<file path="config.mk">
export PLATFORM = sky130hd
export DESIGN_NAME = hs_host_cmd_regs
export DESIGN_NICKNAME = d
export VERILOG_FILES = /design/src/rtl/hs_cmd_pkg.sv /design/src/rtl/hs_cmd_lreset.sv /design/src/rtl/hs_cmd_doorbell.sv /design/src/rtl/hs_host_cmd_regs.sv
export SDC_FILE = /design/constraint.sdc
export NUM_CORES = 1
export LEC_CHECK = 0
export BUFFER_PORTS_ARGS = -buffer_cell sky130_fd_sc_hd__buf_2
export CORE_AREA = 2 2 50 63
export DETAILED_ROUTE_END_ITERATION = 10
export DIE_AREA = 0 0 52 65
export PLACE_DENSITY = 0.72
export RECOVER_POWER = 25
export SETUP_SLACK_MARGIN = 0.2
export SLEW_MARGIN = 20
export SYNTH_ARGS = -nofsm -noshare
export SYNTH_HDL_FRONTEND = slang
export SYNTH_HIERARCHICAL = 1
export SYNTH_SLANG_ARGS = --single-unit
</file>
<file path="constraint.sdc">
create_clock -name clk_i -period 3.3 [get_ports clk_i]
set_input_delay 0.495 -clock clk_i [delete_from_list [all_inputs] [get_ports clk_i]]
set_output_delay 0.495 -clock clk_i [all_outputs]
set_load 0.03 [all_outputs]
</file>
<file path="src/rtl/hs_cmd_pkg.sv">
package hs_cmd_pkg;
  typedef enum logic [1:0] {
    ADDR_CMD = 2'd0,
    ADDR_STS = 2'd1,
    ADDR_IEN = 2'd2,
    ADDR_CFG = 2'd3
  } reg_addr_e;

  localparam int unsigned BIT_LRST = 7;
  localparam int unsigned BIT_DB   = 6;
  localparam int unsigned BIT_ASE  = 5;
  localparam int unsigned BIT_PSE  = 4;
  localparam int unsigned BIT_AAF  = 5;
  localparam int unsigned BIT_CFG  = 0;
endpackage

</file>
<file path="src/rtl/hs_cmd_lreset.sv">
module hs_cmd_lreset #(
  parameter bit          ENABLE = 1'b1,
  parameter int unsigned CYCLES = 8
) (
  input  logic clk_i,
  input  logic rst_ni,
  input  logic req_i,
  output logic busy_o
);
  localparam int unsigned CW = $clog2(CYCLES + 1);

  if (ENABLE) begin : g_on
    logic [CW-1:0] cnt_q;
    always_ff @(posedge clk_i or negedge rst_ni) begin
      if (!rst_ni)                   cnt_q <= '0;
      else if (req_i && cnt_q == '0) cnt_q <= CW'(CYCLES);
      else if (cnt_q != '0)          cnt_q <= cnt_q - 1'b1;
    end
    assign busy_o = (cnt_q != '0);
  end else begin : g_off
    logic unused_in;
    assign unused_in = req_i ^ clk_i ^ rst_ni;
    assign busy_o    = 1'b0;
  end
endmodule

</file>
<file path="src/rtl/hs_cmd_doorbell.sv">
module hs_cmd_doorbell (
  input  logic clk_i,
  input  logic rst_ni,
  input  logic clr_i,
  input  logic ring_i,
  input  logic evict_i,
  input  logic tick_i,
  input  logic ien_i,
  input  logic flag_w1c_i,
  output logic db_o,
  output logic flag_o,
  output logic irq_o
);
  logic db_q, posted_q, flag_q, irq_q;
  logic set_flag, flag_d;

  assign set_flag = db_q & evict_i & ~posted_q;
  assign flag_d   = set_flag | (flag_q & ~flag_w1c_i);

  always_ff @(posedge clk_i or negedge rst_ni) begin
    if (!rst_ni) begin
      db_q     <= 1'b0;
      posted_q <= 1'b0;
      flag_q   <= 1'b0;
      irq_q    <= 1'b0;
    end else if (clr_i) begin
      db_q     <= 1'b0;
      posted_q <= 1'b0;
      flag_q   <= 1'b0;
      irq_q    <= 1'b0;
    end else begin
      // doorbell drops one edge after the flag was posted
      if (posted_q) begin
        db_q     <= 1'b0;
        posted_q <= 1'b0;
      end else if (set_flag) begin
        posted_q <= 1'b1;
      end
      if (ring_i) db_q <= 1'b1;
      flag_q <= flag_d;
      irq_q  <= flag_d & (irq_q | (tick_i & flag_q & ien_i));
    end
  end

  assign db_o   = db_q;
  assign flag_o = flag_q;
  assign irq_o  = irq_q;
endmodule

</file>
<file path="src/rtl/hs_host_cmd_regs.sv">
module hs_host_cmd_regs
  import hs_cmd_pkg::*;
#(
  parameter int unsigned DATA_W    = 32,
  parameter bit          LRESET_EN = 1'b1,
  parameter int unsigned LR_CYCLES = 8
) (
  input  logic              clk_i,
  input  logic              rst_ni,
  input  logic              reg_wr_i,
  input  logic [1:0]        reg_addr_i,
  input  logic [DATA_W-1:0] reg_wdata_i,
  output logic [DATA_W-1:0] reg_rdata_o,
  input  logic              evict_done_i,
  input  logic              thresh_tick_i,
  output logic              doorbell_o,
  output logic              async_en_o,
  output logic              periodic_en_o,
  output logic              cfg_flag_o,
  output logic              irq_o,
  output logic              proto_err_o
);
  logic wr_cmd, wr_sts, wr_ien, wr_cfg;
  logic lr_req, lr_busy, lr_clr, wr_ok;
  logic ring_req, ring_ok;
  logic async_q, periodic_q, ien_async, cfg_q, perr_q;
  logic aaf_flag, db;

  assign wr_ok  = reg_wr_i & ~lr_clr;
  assign wr_cmd = reg_wr_i && reg_addr_e'(reg_addr_i) == ADDR_CMD;
  assign wr_sts = wr_ok && reg_addr_e'(reg_addr_i) == ADDR_STS;
  assign wr_ien = wr_ok && reg_addr_e'(reg_addr_i) == ADDR_IEN;
  assign wr_cfg = wr_ok && reg_addr_e'(reg_addr_i) == ADDR_CFG;

  assign lr_req   = LRESET_EN & wr_cmd & reg_wdata_i[BIT_LRST] & ~lr_busy;
  assign lr_clr   = lr_req | lr_busy;
  assign ring_req = wr_cmd & ~lr_clr & reg_wdata_i[BIT_DB];
  assign ring_ok  = ring_req & async_q;

  hs_cmd_lreset #(.ENABLE(LRESET_EN), .CYCLES(LR_CYCLES)) u_lreset (
    .clk_i  (clk_i),
    .rst_ni (rst_ni),
    .req_i  (lr_req),
    .busy_o (lr_busy)
  );

  hs_cmd_doorbell u_doorbell (
    .clk_i      (clk_i),
    .rst_ni     (rst_ni),
    .clr_i      (lr_clr),
    .ring_i     (ring_ok),
    .evict_i    (evict_done_i),
    .tick_i     (thresh_tick_i),
    .ien_i      (ien_async),
    .flag_w1c_i (wr_sts & reg_wdata_i[BIT_AAF]),
    .db_o       (db),
    .flag_o     (aaf_flag),
    .irq_o      (irq_o)
  );

  always_ff @(posedge clk_i or negedge rst_ni) begin
    if (!rst_ni) begin
      async_q    <= 1'b0;
      periodic_q <= 1'b0;
      ien_async  <= 1'b0;
      cfg_q      <= 1'b0;
      perr_q     <= 1'b0;
    end else begin
      perr_q <= ring_req & ~async_q;
      if (lr_clr) begin
        async_q    <= 1'b0;
        periodic_q <= 1'b0;
      end else if (wr_cmd) begin
        async_q    <= reg_wdata_i[BIT_ASE];
        periodic_q <= reg_wdata_i[BIT_PSE];
      end
      if (wr_ien) ien_async <= reg_wdata_i[BIT_AAF];
      if (wr_cfg) cfg_q     <= reg_wdata_i[BIT_CFG];
    end
  end

  always_comb begin
    reg_rdata_o = '0;
    unique case (reg_addr_e'(reg_addr_i))
      ADDR_CMD: begin
        reg_rdata_o[BIT_LRST] = lr_busy;
        reg_rdata_o[BIT_DB]   = db;
        reg_rdata_o[BIT_ASE]  = async_q;
        reg_rdata_o[BIT_PSE]  = periodic_q;
      end
      ADDR_STS: reg_rdata_o[BIT_AAF] = aaf_flag;
      ADDR_IEN: reg_rdata_o[BIT_AAF] = ien_async;
      ADDR_CFG: reg_rdata_o[BIT_CFG] = cfg_q;
      default:  reg_rdata_o = '0;
    endcase
  end

  logic unused_wdata;
  assign unused_wdata = ^reg_wdata_i;

  assign doorbell_o    = db;
  assign async_en_o    = async_q;
  assign periodic_en_o = periodic_q;
  assign cfg_flag_o    = cfg_q;
  assign proto_err_o   = perr_q;
endmodule

</file>
==> impl_results.md <==
* Synth Cell Area at 965 um2
* Pin count of the biggest net entering global routing at 14
* Critical Path, Cell by Cell: inv_1 -> ha_1 -> nor3b_1 -> inv_1 -> and2_1 -> buf_2
* CTS Buffer Depth at 2
* Most frequent cells in the layout: conb_1, buf_2, dfrtp_1, nand2b_1
* Clock skew at 0.00458 ns
* Max Clk Rate at 395 MHz
* DRC viols at 0
* CP Max Fanout at 11
* Worst-margin pin slew at 0.730 ns
* Setup violations, final at 0
* Unrepaired setup endpoints after global routing: false
* Via count at 658
* Synthesized flop and latch total at 13
* Die area at between 3000 and 4000 um2
* Pwr Total at 572 uW
* Max H-tree Level at 1
* CP endpoint kind: primary output
* Crit path buf inv count at 3
* Antenna violations before repair at 0
* Power Density at about 560 nW/um2
* Asr flop ratio synth at 1.00
* DRT antenna net count at 0
* WP data required at roughly 2.8 ns
* Max incr delay on CP at 0.43 ns
* Post-DP HPWL at 1320 um
* Family with the most delay on the worst path: simple AND/OR/NAND/NOR gates
* TritonCTS clock tree: built
* R2r setup slk at 1.12 ns
* Share of cells above drive strength 1 at 0.250
* Post-CTS Resized at 0
* First DRT Iteration DRCs at 8
* CP most frequent cell: inv_1
* Ys flop type: dfrtp_1
* Global route overflow at 0
* TNS Setup at 0 ns
* Seq/Total Area, Yosys at 0.337
* Crit Path Category: flip-flop to primary output
* Cell count after synthesis at 97
* Reg2Reg Depth at 6
* Clk sinks at 13
* Outcome: completed
* Most flop-heavy register: u_lreset/g_on.cnt_q
* Synth Area per Inst at 9.95 um2
* Yosys warning count at 6
* Pins Over Slew Limit at 0
* # rows at 22
* Max-Cap Viols at 0
* # diodes at 0
* Wirelength per Cell at 10.2 um
* # nets final at approximately 160
* Worst Path Arrival at 2.03 ns
* Hold Vio Cnt, Final at 0
* Fillcell total at 310
* IO Pins at between 70 and 80
* Die Y at 65 um
* CTS hold repair buffers at 0
* Initial Utilization at 0.340
* Post-route cell area at 1030 um2
* Max reg flops at 4
* Setup crit start kind: flip-flop
* Worst skew pair latency at 0.26 ns
* R2R Path End: ien_async$_DFFE_PN0P_
* R2R Path Start: u_lreset/g_on.cnt_q[0]$_DFFE_PN0P_
* Leading cell type in the layout, fill and taps excluded: conb_1
* Area Overhead vs Synth at 6.74%
* Final WL at 1600 um
* Synth cell types at 34
* First-pass GRT wire length at 2510 um
* Tot GR Track Use at 0.0988
* Worst-path clk slew at 0.08 ns
* Peak VDD IR at approximately 0.22 mV
* Root buffer cell: clkbuf_4
* PortBufs at 22
* Die W at 52 um
* Core Region at ~2800 um2
* Inserted Clock Buffers at 3
* Placed Area at 1000 um2
* Router iterations before antenna repair at 3
* Post-CTS setup buffer count at 0
* CP max-delay cell: dfrtp_1
* LEAKAGE at 0.548 nW
* RD Place Congestion at between 0.7 and 0.8
* Vias in the first global route at 604
* Min cycle time layout at 2.53 ns
* HP Class: input pin to asynchronous set/reset pin
* Crit share post-route at 0.766
* Vias per cell at 4.22
* Relative slew margins at 0.513
* EDFF count, synth at 0
[cells by family (layout without fill, tap and decap cells)]
group | Yosys count | after routing | share of synthesized area
muxes | 7 | 7 | 0.0791
AOI/OAI and AO/OA | 9 | 9 | 0.0623
other | 1 | 27 | 0.00389
and+or+nand+nor | 31 | 31 | 0.252
DFF | 13 | 13 | 0.337
buffers and inverters | 34 | 31 | 0.240
adders and majority gates | 2 | 2 | 0.0259
[worst register-to-register path, delay by kind of cell (launching register included)]
kind          cells  cell delay [ns]
simple gates      2             0.79
flops             1             0.43
buf+inv           2             0.36
mux               1             0.30
fa+ha+maj         1             0.19
[where the power goes]
part	total, mW	switching (mW)	internal, mW
logic	0.242	0.145	0.0960
registers	0.236	0.0381	0.198
clock network	0.0942	0.0475	0.0467
total	0.572	0.231	0.341
[per-stage QoR]
stage | setup WS (ns) | hold WS, ns | utilization | instances
after floorplan | 1.31 | 0.199 | - | 123
final | 0.771 | 0.256 | 0.363 | 156
after detailed placement | 1.07 | 0.403 | 0.354 | 152
after global routing | 0.576 | 0.297 | 0.363 | 156
after global placement | 1.10 | 0.396 | 0.354 | 152
after CTS | 0.770 | 0.107 | 0.364 | 156
[Yosys cell counts (3+ instances only)]
| cell | instances | share of area |
|---|---|---|
| a21oi_1 | 3 | 0.016 |
| and2_1 | 3 | 0.019 |
| buf_4 | 27 | 0.21 |
| dfrtp_1 | 13 | 0.34 |
| inv_1 | 5 | 0.019 |
| mux2i_1 | 5 | 0.052 |
| nand2b_1 | 7 | 0.045 |
[how the worst max path moves through the flow]
stage / startpoint / end / cells after the start / slack (ns)
after global placement: u_lreset/g_on.cnt_q[0]$_DFFE_PN0P_ / reg_rdata_o[7] / 6 / 1.10
after floorplan: u_lreset/g_on.cnt_q[0]$_DFFE_PN0P_ / reg_rdata_o[7] / 6 / 1.31
after CTS: u_lreset/g_on.cnt_q[0]$_DFFE_PN0P_ / reg_rdata_o[7] / 6 / 0.77
after detailed placement: u_lreset/g_on.cnt_q[0]$_DFFE_PN0P_ / reg_rdata_o[7] / 6 / 1.07
after global routing: u_lreset/g_on.cnt_q[0]$_DFFE_PN0P_ / reg_rdata_o[7] / 6 / 0.58
final: u_lreset/g_on.cnt_q[0]$_DFFE_PN0P_ / reg_rdata_o[7] / 6 / 0.77
[final cells by class]
type | instances | area (um2) | share of cell area
inverters | 5 | 18.8 | 0.0182
well taps | 36 | 45.0 | 0.0437
clock buffers | 4 | 26.3 | 0.0255
multi-input cells | 76 | 505 | 0.491
flip-flops and latches | 13 | 325 | 0.316
repair buffers | 22 | 109 | 0.106
[metal layers]
| layer | vias to the layer above | track usage | wire length (um) |
|---|---|---|---|
| met5 | - | 0 | 0 |
| met4 | 0 | 0.0395 | 12 |
| met3 | 2 | 0.0207 | 131 |
| met2 | 28 | 0.180 | 852 |
| met1 | 312 | 0.107 | 598 |
| li1 | 316 | - | - |
Power figures use the tool's default switching activity.
